===== src/rtl/gyro_spi_pkg.sv =====
package gyro_spi_pkg;
  localparam int BYTE_W = 8;
  localparam int REG_AW = 6;
  localparam int N_AXES = 3;

  localparam logic [REG_AW-1:0] A_IDENT    = 6'h0F;
  localparam logic [REG_AW-1:0] A_CFG_BASE = 6'h20;
  localparam int                N_CFG      = 5;
  localparam logic [REG_AW-1:0] A_TEMP     = 6'h26;
  localparam logic [REG_AW-1:0] A_STAT     = 6'h27;
  localparam logic [REG_AW-1:0] A_AXIS_BASE = 6'h28;
  localparam logic [REG_AW-1:0] A_QCFG     = 6'h2E;
  localparam logic [BYTE_W-1:0] IDENT_CODE = 8'hD4;
endpackage


===== src/rtl/gyro_spi_sync.sv =====
module gyro_spi_sync #(
  parameter int WIDTH = 3,
  parameter int STAGES = 2,
  parameter logic [WIDTH-1:0] RST_VAL = '0
) (
  input  logic             clk,
  input  logic             rst_n,
  input  logic [WIDTH-1:0] d_in,
  output logic [WIDTH-1:0] d_out
);
  logic [WIDTH-1:0] stg [STAGES];

  generate
    for (genvar s = 0; s < STAGES; s++) begin : g_stage
      logic [WIDTH-1:0] src;
      if (s == 0) begin : g_first
        assign src = d_in;
      end else begin : g_next
        assign src = stg[s-1];
      end
      always_ff @(posedge clk or negedge rst_n) begin
        if (!rst_n) stg[s] <= RST_VAL;
        else        stg[s] <= src;
      end
    end
  endgenerate

  assign d_out = stg[STAGES-1];
endmodule


===== src/rtl/gyro_spi_frame.sv =====
module gyro_spi_frame #(
  parameter int DATA_W = 8,
  parameter int ADDR_W = 6,
  localparam int BIT_W = $clog2(DATA_W)
) (
  input  logic              clk,
  input  logic              rst_n,
  input  logic              sclk_s,
  input  logic              cs_n_s,
  input  logic              mosi_s,
  input  logic [DATA_W-1:0] rd_data,
  output logic [ADDR_W-1:0] cur_addr,
  output logic              wr_en,
  output logic [DATA_W-1:0] wr_data,
  output logic              rd_done,
  output logic              step_mode,
  output logic              cs_act,
  output logic [BIT_W-1:0]  bit_cnt,
  output logic              miso
);
  logic              sclk_q, sclk_q_nxt;
  logic              cmd_ph, cmd_ph_nxt;
  logic              rd_mode, rd_mode_nxt;
  logic              step_nxt;
  logic [ADDR_W-1:0] addr_nxt;
  logic [BIT_W-1:0]  bit_nxt;
  logic [DATA_W-1:0] rx_sr, rx_nxt, rx_full;
  logic [DATA_W-1:0] tx_sr, tx_nxt;
  logic              fetch, fetch_nxt;
  logic              rise, fall, byte_end;

  always_comb begin
    cs_act   = ~cs_n_s;
    rise     = sclk_s & ~sclk_q;
    fall     = ~sclk_s & sclk_q;
    rx_full  = {rx_sr[DATA_W-2:0], mosi_s};
    byte_end = cs_act & rise & (bit_cnt == BIT_W'(DATA_W-1));

    sclk_q_nxt  = sclk_s;
    cmd_ph_nxt  = cmd_ph;
    rd_mode_nxt = rd_mode;
    step_nxt    = step_mode;
    addr_nxt    = cur_addr;
    bit_nxt     = bit_cnt;
    rx_nxt      = rx_sr;
    tx_nxt      = tx_sr;
    fetch_nxt   = fetch;

    if (!cs_act) begin
      cmd_ph_nxt  = 1'b1;
      rd_mode_nxt = 1'b0;
      bit_nxt     = '0;
      tx_nxt      = '0;
      fetch_nxt   = 1'b0;
    end else begin
      if (rise) begin
        rx_nxt  = rx_full;
        bit_nxt = bit_cnt + 1'b1;
      end
      if (fetch) begin
        tx_nxt    = rd_data;
        fetch_nxt = 1'b0;
      end else if (fall && bit_cnt != '0) begin
        tx_nxt = {tx_sr[DATA_W-2:0], 1'b0};
      end
      if (byte_end) begin
        if (cmd_ph) begin
          cmd_ph_nxt  = 1'b0;
          rd_mode_nxt = rx_full[DATA_W-1];
          step_nxt    = rx_full[DATA_W-2];
          addr_nxt    = rx_full[ADDR_W-1:0];
          fetch_nxt   = rx_full[DATA_W-1];
        end else begin
          if (step_mode) addr_nxt = cur_addr + 1'b1;
          fetch_nxt = rd_mode;
        end
      end
    end

    wr_en   = byte_end & ~cmd_ph & ~rd_mode;
    rd_done = byte_end & ~cmd_ph & rd_mode;
    wr_data = rx_full;
    miso    = cs_act & tx_sr[DATA_W-1];
  end

  always_ff @(posedge clk or negedge rst_n) begin
    if (!rst_n) begin
      sclk_q    <= 1'b0;
      cmd_ph    <= 1'b1;
      rd_mode   <= 1'b0;
      step_mode <= 1'b0;
      cur_addr  <= '0;
      bit_cnt   <= '0;
      rx_sr     <= '0;
      tx_sr     <= '0;
      fetch     <= 1'b0;
    end else begin
      sclk_q    <= sclk_q_nxt;
      cmd_ph    <= cmd_ph_nxt;
      rd_mode   <= rd_mode_nxt;
      step_mode <= step_nxt;
      cur_addr  <= addr_nxt;
      bit_cnt   <= bit_nxt;
      rx_sr     <= rx_nxt;
      tx_sr     <= tx_nxt;
      fetch     <= fetch_nxt;
    end
  end
endmodule


===== src/rtl/gyro_spi_regs.sv =====
module gyro_spi_regs
  import gyro_spi_pkg::*;
#(
  parameter int SMP_W = 16,
  localparam int N_OUT = N_AXES * SMP_W / BYTE_W
) (
  input  logic                    clk,
  input  logic                    rst_n,
  input  logic [REG_AW-1:0]       addr,
  input  logic                    wr_en,
  input  logic [BYTE_W-1:0]       wr_data,
  input  logic                    rd_done,
  input  logic                    smp_load,
  input  logic [BYTE_W-1:0]       smp_temp,
  input  logic [N_AXES*SMP_W-1:0] smp_axes,
  output logic [BYTE_W-1:0]       rd_data,
  output logic [N_AXES-1:0]       new_flags,
  output logic [N_AXES-1:0]       ovr_flags
);
  logic [BYTE_W-1:0] cfg [N_CFG];
  logic [BYTE_W-1:0] qcfg;
  logic [BYTE_W-1:0] temp_r;
  logic [BYTE_W-1:0] out_b [N_OUT];
  logic [N_CFG-1:0]  cfg_we;
  logic              qcfg_we;
  logic [N_AXES-1:0] clr;
  logic [N_AXES-1:0] new_nxt, ovr_nxt;
  logic [BYTE_W-1:0] stat_byte;

  always_comb begin
    for (int i = 0; i < N_CFG; i++)
      cfg_we[i] = wr_en && (addr == REG_AW'(A_CFG_BASE + i));
    qcfg_we = wr_en && (addr == A_QCFG);
    for (int k = 0; k < N_AXES; k++) begin
      clr[k] = rd_done && (addr == REG_AW'(A_AXIS_BASE + 2*k + 1));
      if (smp_load) begin
        new_nxt[k] = 1'b1;
        ovr_nxt[k] = ovr_flags[k] | new_flags[k];
      end else if (clr[k]) begin
        new_nxt[k] = 1'b0;
        ovr_nxt[k] = 1'b0;
      end else begin
        new_nxt[k] = new_flags[k];
        ovr_nxt[k] = ovr_flags[k];
      end
    end
    stat_byte = {&ovr_flags, ovr_flags, &new_flags, new_flags};
  end

  always_comb begin
    rd_data = '0;
    if (addr == A_IDENT) rd_data = IDENT_CODE;
    if (addr == A_QCFG)  rd_data = qcfg;
    if (addr == A_TEMP)  rd_data = temp_r;
    if (addr == A_STAT)  rd_data = stat_byte;
    for (int i = 0; i < N_CFG; i++)
      if (addr == REG_AW'(A_CFG_BASE + i)) rd_data = cfg[i];
    for (int j = 0; j < N_OUT; j++)
      if (addr == REG_AW'(A_AXIS_BASE + j)) rd_data = out_b[j];
  end

  generate
    for (genvar i = 0; i < N_CFG; i++) begin : g_cfg
      always_ff @(posedge clk or negedge rst_n) begin
        if (!rst_n)         cfg[i] <= '0;
        else if (cfg_we[i]) cfg[i] <= wr_data;
      end
    end
    for (genvar j = 0; j < N_OUT; j++) begin : g_out
      always_ff @(posedge clk or negedge rst_n) begin
        if (!rst_n)        out_b[j] <= '0;
        else if (smp_load) out_b[j] <= smp_axes[j*BYTE_W +: BYTE_W];
      end
    end
  endgenerate

  always_ff @(posedge clk or negedge rst_n) begin
    if (!rst_n) begin
      qcfg      <= '0;
      temp_r    <= '0;
      new_flags <= '0;
      ovr_flags <= '0;
    end else begin
      if (qcfg_we)  qcfg   <= wr_data;
      if (smp_load) temp_r <= smp_temp;
      new_flags <= new_nxt;
      ovr_flags <= ovr_nxt;
    end
  end
endmodule


===== src/rtl/gyro_spi_slave.sv =====
module gyro_spi_slave
  import gyro_spi_pkg::*;
#(
  parameter int SYNC_STAGES = 2,
  parameter int SMP_W = 16,
  localparam int BIT_W = $clog2(BYTE_W)
) (
  input  logic             clk,
  input  logic             rst_n,
  input  logic             spi_sclk,
  input  logic             spi_cs_n,
  input  logic             spi_mosi,
  output logic             spi_miso,
  input  logic             smp_load,
  input  logic [7:0]       smp_temp,
  input  logic [SMP_W-1:0] smp_x,
  input  logic [SMP_W-1:0] smp_y,
  input  logic [SMP_W-1:0] smp_z
);
  logic [1:0]        rst_pipe;
  logic              rst_n_sync;
  logic [2:0]        pins_s;
  logic [REG_AW-1:0] cur_addr;
  logic              wr_en, rd_done, step_mode, cs_act;
  logic [BYTE_W-1:0] wr_data, rd_data;
  logic [BIT_W-1:0]  bit_cnt;
  logic [N_AXES-1:0] new_flags, ovr_flags;

  always_ff @(posedge clk or negedge rst_n) begin
    if (!rst_n) rst_pipe <= '0;
    else        rst_pipe <= {rst_pipe[0], 1'b1};
  end
  assign rst_n_sync = rst_pipe[1];

  gyro_spi_sync #(.WIDTH(3), .STAGES(SYNC_STAGES), .RST_VAL(3'b100)) u_sync (
    .clk   (clk),
    .rst_n (rst_n_sync),
    .d_in  ({spi_cs_n, spi_sclk, spi_mosi}),
    .d_out (pins_s)
  );

  gyro_spi_frame #(.DATA_W(BYTE_W), .ADDR_W(REG_AW)) u_frame (
    .clk       (clk),
    .rst_n     (rst_n_sync),
    .sclk_s    (pins_s[1]),
    .cs_n_s    (pins_s[2]),
    .mosi_s    (pins_s[0]),
    .rd_data   (rd_data),
    .cur_addr  (cur_addr),
    .wr_en     (wr_en),
    .wr_data   (wr_data),
    .rd_done   (rd_done),
    .step_mode (step_mode),
    .cs_act    (cs_act),
    .bit_cnt   (bit_cnt),
    .miso      (spi_miso)
  );

  gyro_spi_regs #(.SMP_W(SMP_W)) u_regs (
    .clk       (clk),
    .rst_n     (rst_n_sync),
    .addr      (cur_addr),
    .wr_en     (wr_en),
    .wr_data   (wr_data),
    .rd_done   (rd_done),
    .smp_load  (smp_load),
    .smp_temp  (smp_temp),
    .smp_axes  ({smp_z, smp_y, smp_x}),
    .rd_data   (rd_data),
    .new_flags (new_flags),
    .ovr_flags (ovr_flags)
  );
endmodule


===== config.mk =====
export PLATFORM = sky130hd
export DESIGN_NAME = gyro_spi_slave
export DESIGN_NICKNAME = d
export VERILOG_FILES = /design/src/rtl/gyro_spi_pkg.sv /design/src/rtl/gyro_spi_sync.sv /design/src/rtl/gyro_spi_frame.sv /design/src/rtl/gyro_spi_regs.sv /design/src/rtl/gyro_spi_slave.sv
export SDC_FILE = /design/constraint.sdc
export NUM_CORES = 1
export LEC_CHECK = 0
export ABC_AREA = 1
export ABC_CLOCK_PERIOD_IN_PS = 5350
export BUFFER_PORTS_ARGS = -buffer_cell sky130_fd_sc_hd__buf_4
export CAP_MARGIN = 5
export CORE_ASPECT_RATIO = 0.8
export CORE_MARGIN = 2
export CORE_UTILIZATION = 40
export DETAILED_ROUTE_END_ITERATION = 10
export GPL_ROUTABILITY_DRIVEN = 0
export GPL_TIMING_DRIVEN = 0
export PLACE_DENSITY = 0.68
export SKIP_LAST_GASP = 1
export SLEW_MARGIN = 0
export SYNTH_ARGS = -nofsm -noshare
export SYNTH_HDL_FRONTEND = slang
export SYNTH_SLANG_ARGS = --single-unit

===== constraint.sdc =====
create_clock -name clk -period 5.35 [get_ports clk]
set_input_delay 1.3375 -clock clk [delete_from_list [all_inputs] [get_ports clk]]
set_output_delay 1.3375 -clock clk [all_outputs]
set_load 0.02 [all_outputs]

==> results.rst <==
.. list-table::
   :header-rows: 1

   * - Metric
     - Value
   * - Worst path bufs/invs
     - 1
   * - Per-cell via count in the routed design
     - 5.00
   * - Average footprint of a synthesized cell
     - 7.80 um2
   * - Post-DRT Antenna Nets
     - 0
   * - Worst Skew
     - 7.95 ps
   * - Netlist cell types
     - 31
   * - Worst skew pair latency
     - 420 ps
   * - Leakage
     - between 4 and 5 nW
   * - Critical path type
     - register to register
   * - Sequential standard cell area
     - approximately 0.0037 mm2
   * - Relative area change from synthesis to final layout
     - 19.9%
   * - Largest delay share family, worst path
     - simple AND/OR/NAND/NOR gates
   * - Final-report setup violation count
     - 0
   * - Nature of the critical path startpoint
     - register
   * - Worst-case vdd ir drop
     - approximately 0.19 mV
   * - Critical Path Most Common Cell
     - sky130_fd_sc_hd__nand2_1
   * - Unrepaired setup endpoints after global routing
     - no
   * - Net switching power
     - 0.000631 W
   * - Number of buffers added for setup after CTS
     - 0
   * - Register area share after synthesis
     - ~53%
   * - Post-route clock period utilization
     - 53.2%
   * - GRT Total Usage
     - 21.2%
   * - CP max stage delay
     - 430 ps
   * - Switching part of the total
     - 24.7%
   * - Drt first pass iters
     - 7
   * - Reported max-cap violation count
     - 0
   * - Total Power
     - around 0.0026 W
   * - Timing startpoint of the critical path
     - u_frame.cur_addr[0]
   * - Worst Max-Slew Pin Slew
     - between 800 and 900 ps
   * - Number of CTS-inserted buffers
     - 17
   * - Critical Path Stages
     - 20
   * - Count of hold buffers inserted by post-cts repair
     - 0
   * - CTS tree
     - yes
   * - Slowest library cell on the worst path
     - sky130_fd_sc_hd__dfrtp_1
   * - Clock network fraction of total power
     - 46.2%
   * - Largest net degree at the start of global routing
     - 52
   * - Portion of total power attributed to sequential cells
     - 46.9%
   * - Initial cell density of the core
     - approximately two fifths
   * - Critical Path AT
     - 3210 ps
   * - First-pass GRT wire length
     - 29.9 mm
   * - Fraction of power consumed by combinational cells
     - 6.9%
   * - Syn_nets
     - 956
   * - Class of the tightest hold or removal check
     - register to async pin
   * - Maximum count of clock buffers along a single path
     - 2
   * - Critical R2R Capture
     - u_frame.tx_sr[5]
   * - Fillers
     - 1629
   * - Chip height
     - between 100 and 150 um
   * - Detailed-placement wirelength estimate
     - 13.2 mm
   * - GRT met3 Usage
     - 3.93%
   * - Drt initial violations
     - 569
   * - Highest achievable clock rate
     - 0.351 GHz
   * - Cell count after synthesis
     - around 890
   * - Number of remaining DRC errors
     - 0
   * - Cells resized by post-CTS repair
     - 0
   * - Number of antenna violations at the first check in global routing
     - 0
   * - PD cells
     - 308 mW/mm2
   * - Internal power consumption
     - 0.00192 W
   * - Layout net count
     - 1039
   * - Layer carrying the most global-route usage
     - met1
   * - Die X
     - approximately 150 um
   * - Multi-input logic area
     - 0.00282 mm2
   * - Worst slew slack as a fraction of its limit
     - 44.8%
   * - R2R setup slack
     - 2500 ps
   * - Vias in the first global route
     - 5787
   * - Via count
     - 6015
   * - Number of endpoints with negative hold slack in the final report
     - 0
   * - Ratio of cells with drive above 1 in the final layout
     - roughly an eighth
   * - IO Pins
     - 63
   * - Post-synthesis instance area
     - 0.00692 mm2
   * - Most used cells in the layout excluding fill and tap cells
     - 348 x sky130_fd_sc_hd__nand2_1, 143 x sky130_fd_sc_hd__dfrtp_1, 126 x sky130_fd_sc_hd__o21ai_0
   * - Core area
     - 0.0168 mm2
   * - Clock sink total
     - about 150
   * - Overflow left after global routing
     - 0
   * - Critical Path RT
     - about 5700 ps
   * - Number of register bits inferred by synthesis
     - 147
   * - Number of port buffers
     - just over 60
   * - CP max FO
     - 6
   * - Final antenna diode count
     - 0
   * - Final routed wirelength across all metal layers
     - 18.6 mm
   * - CTS root buf
     - sky130_fd_sc_hd__clkbuf_16
   * - Grt met1 use
     - between 30% and 40%
   * - Deepest level of the CTS H-tree
     - 4
   * - Area after detailed placement
     - 0.00772 mm2
   * - Minimum period implied by the final worst setup slack
     - 2850 ps
   * - Number of warnings printed during yosys synthesis
     - 0
   * - Fraction of met2 tracks used by global routing
     - a little under a third
   * - Crit path capture
     - u_frame.tx_sr[5]
   * - Routed len/inst
     - roughly 15 um
   * - Finished layout cell area
     - a little over 0.008 mm2
   * - CP cell instances
     - inv_1, ha_1, nand3_1, nor2_1, nand2_1, nand3_1, o21ai_0, nand3_1, nand3_1, nand2_1, nand2_1, nand2_1, nand2_1, nand3_1, nand3_1, nand2_1, nand2_1, nand2_1, nand2_1, nand2_1
   * - Die area
     - 0.0184 mm2
   * - Clock slew at the register clock pins of the worst setup and hold paths
     - 60 ps
   * - Status
     - complete, no violations
   * - Length in cells of the worst reg-to-reg path
     - 20
   * - Final count of pins violating max slew
     - 0
   * - Worst Setup End Kind
     - register
   * - Worst reg2reg path startpoint
     - u_frame.cur_addr[0]
   * - Std cell rows
     - 42
   * - Commonest non-fill, non-tap cell in the layout
     - sky130_fd_sc_hd__nand2_1
## final cells by class
type / count / area share [%]
timing repair buffer: 64 / 6.27
tap: 220 / 3.32
clock inverter: 12 / 1.60
clock buffer: 20 / 5.38
sequential: 147 / 44.4
inverter: 81 / 3.66
multi-input combinational: 630 / 33.9
buffer: 29 / 1.43
## per-stage QoR
step                      util, %  worst slack (ps)  setup TNS [ps]  std cells  hold WS, ps
final                        49.5              2500               0       1203          348
after global placement       45.7              -833         -116630       1169          333
after CTS                    49.5              2580               0       1203          352
after global routing         49.5              2270               0       1203          362
after detailed placement     46.1              2570               0       1171          337
after floorplan                 -               956               0        887          331
## worst min path at each step
| stage | startpoint | endpoint | slack [ps] | depth (start not counted) |
|---|---|---|---|---|
| after global routing | u_sync.g_stage[1].src[1] | u_sync.d_out[1] | 360 | 0 |
| after detailed placement | u_sync.g_stage[1].src[0] | u_sync.d_out[0] | 340 | 0 |
| after CTS | u_sync.g_stage[1].src[0] | u_sync.d_out[0] | 350 | 0 |
| after global placement | u_sync.g_stage[1].src[1] | u_sync.d_out[1] | 330 | 0 |
| after floorplan | rst_pipe[0] | rst_pipe[1] | 330 | 0 |
| final | rst_pipe[1] | u_sync.g_stage[1].src[0] | 350 | 0 |
## cell families after synthesis
kind of cell	Yosys count	synth area share, %
simple gates	443	26.0
compound gates	176	13.0
flops	147	53.2
buf+inv	110	6.11
fa+ha+maj	7	1.27
xor+xnor	3	0.380
other cells	1	0.0542
## routing by layer
metal  up-vias  wire length, um
met5         -                0
met4         0              258
met3        21             1170
met2       175             7770
met1      2841             9360
li1       2978                -
## worst register-to-register path: cells and delay by family (launching register included)
kind	cells	cell delay [ps]
simple gates	17	1910
flops	1	430
fa+ha+maj	1	220
buf+inv	1	120
compound gates	1	110
## power by group through the flow
stage               clock network [W]  logic [W]  registers, W
finish                        0.00118   0.000177       0.00120
global route                  0.00124   0.000199       0.00120
CTS                           0.00119   0.000179       0.00120
detailed placement                  0   0.000178       0.00122
global placement                    0   0.000154       0.00123
floorplan                           0  0.0000731       0.00122
## cells in the mapped netlist
cell	instances	area [um2]
sky130_fd_sc_hd__or2_2	1	6.26
sky130_fd_sc_hd__buf_4	1	7.51
sky130_fd_sc_hd__o21bai_1	1	7.51
sky130_fd_sc_hd__nor3_2	2	20.0
sky130_fd_sc_hd__nand2_1	348	1310
sky130_fd_sc_hd__xor2_1	3	26.3
sky130_fd_sc_hd__nand3_1	35	175
sky130_fd_sc_hd__nor2_8	1	20.0
sky130_fd_sc_hd__nor2_2	4	25.0
sky130_fd_sc_hd__a31o_2	1	8.76
sky130_fd_sc_hd__dfrtp_1	144	3600
sky130_fd_sc_hd__a21oi_1	43	215
sky130_fd_sc_hd__nor2_1	38	143
sky130_fd_sc_hd__nor2_4	2	22.5
sky130_fd_sc_hd__o211ai_1	3	22.5
sky130_fd_sc_hd__ha_1	7	87.6
sky130_fd_sc_hd__nor3_1	2	10.0
sky130_fd_sc_hd__o21ai_1	1	5.00
sky130_fd_sc_hd__or2_0	4	25.0
sky130_fd_sc_hd__nand4_1	2	12.5
sky130_fd_sc_hd__buf_2	5	25.0
sky130_fd_sc_hd__nand2_2	3	18.8
sky130_fd_sc_hd__inv_2	6	22.5
sky130_fd_sc_hd__inv_1	74	278
sky130_fd_sc_hd__nand3_4	1	17.5
sky130_fd_sc_hd__clkinv_1	1	3.75
sky130_fd_sc_hd__o21ai_0	126	631
sky130_fd_sc_hd__dfstp_2	3	78.8
sky130_fd_sc_hd__o221ai_1	1	8.76
sky130_fd_sc_hd__clkbuf_1	23	86.3
sky130_fd_sc_hd__conb_1	1	3.75
## sequential cells by signal (all words and copies together), names as in the netlist, 2 cells and up
name	count
u_sync.d_out	3
rst_pipe	2
u_regs.new_flags	3
u_frame.rx_sr	7
u_regs.cfg	40
u_regs.qcfg	8
u_frame.tx_sr	8
u_sync.g_stage.src	3
u_frame.cur_addr	6
u_regs.out_b	48
u_frame.bit_cnt	3
u_regs.ovr_flags	3
u_regs.temp_r	8
Note: power is estimated with default switching activity, not from simulation.
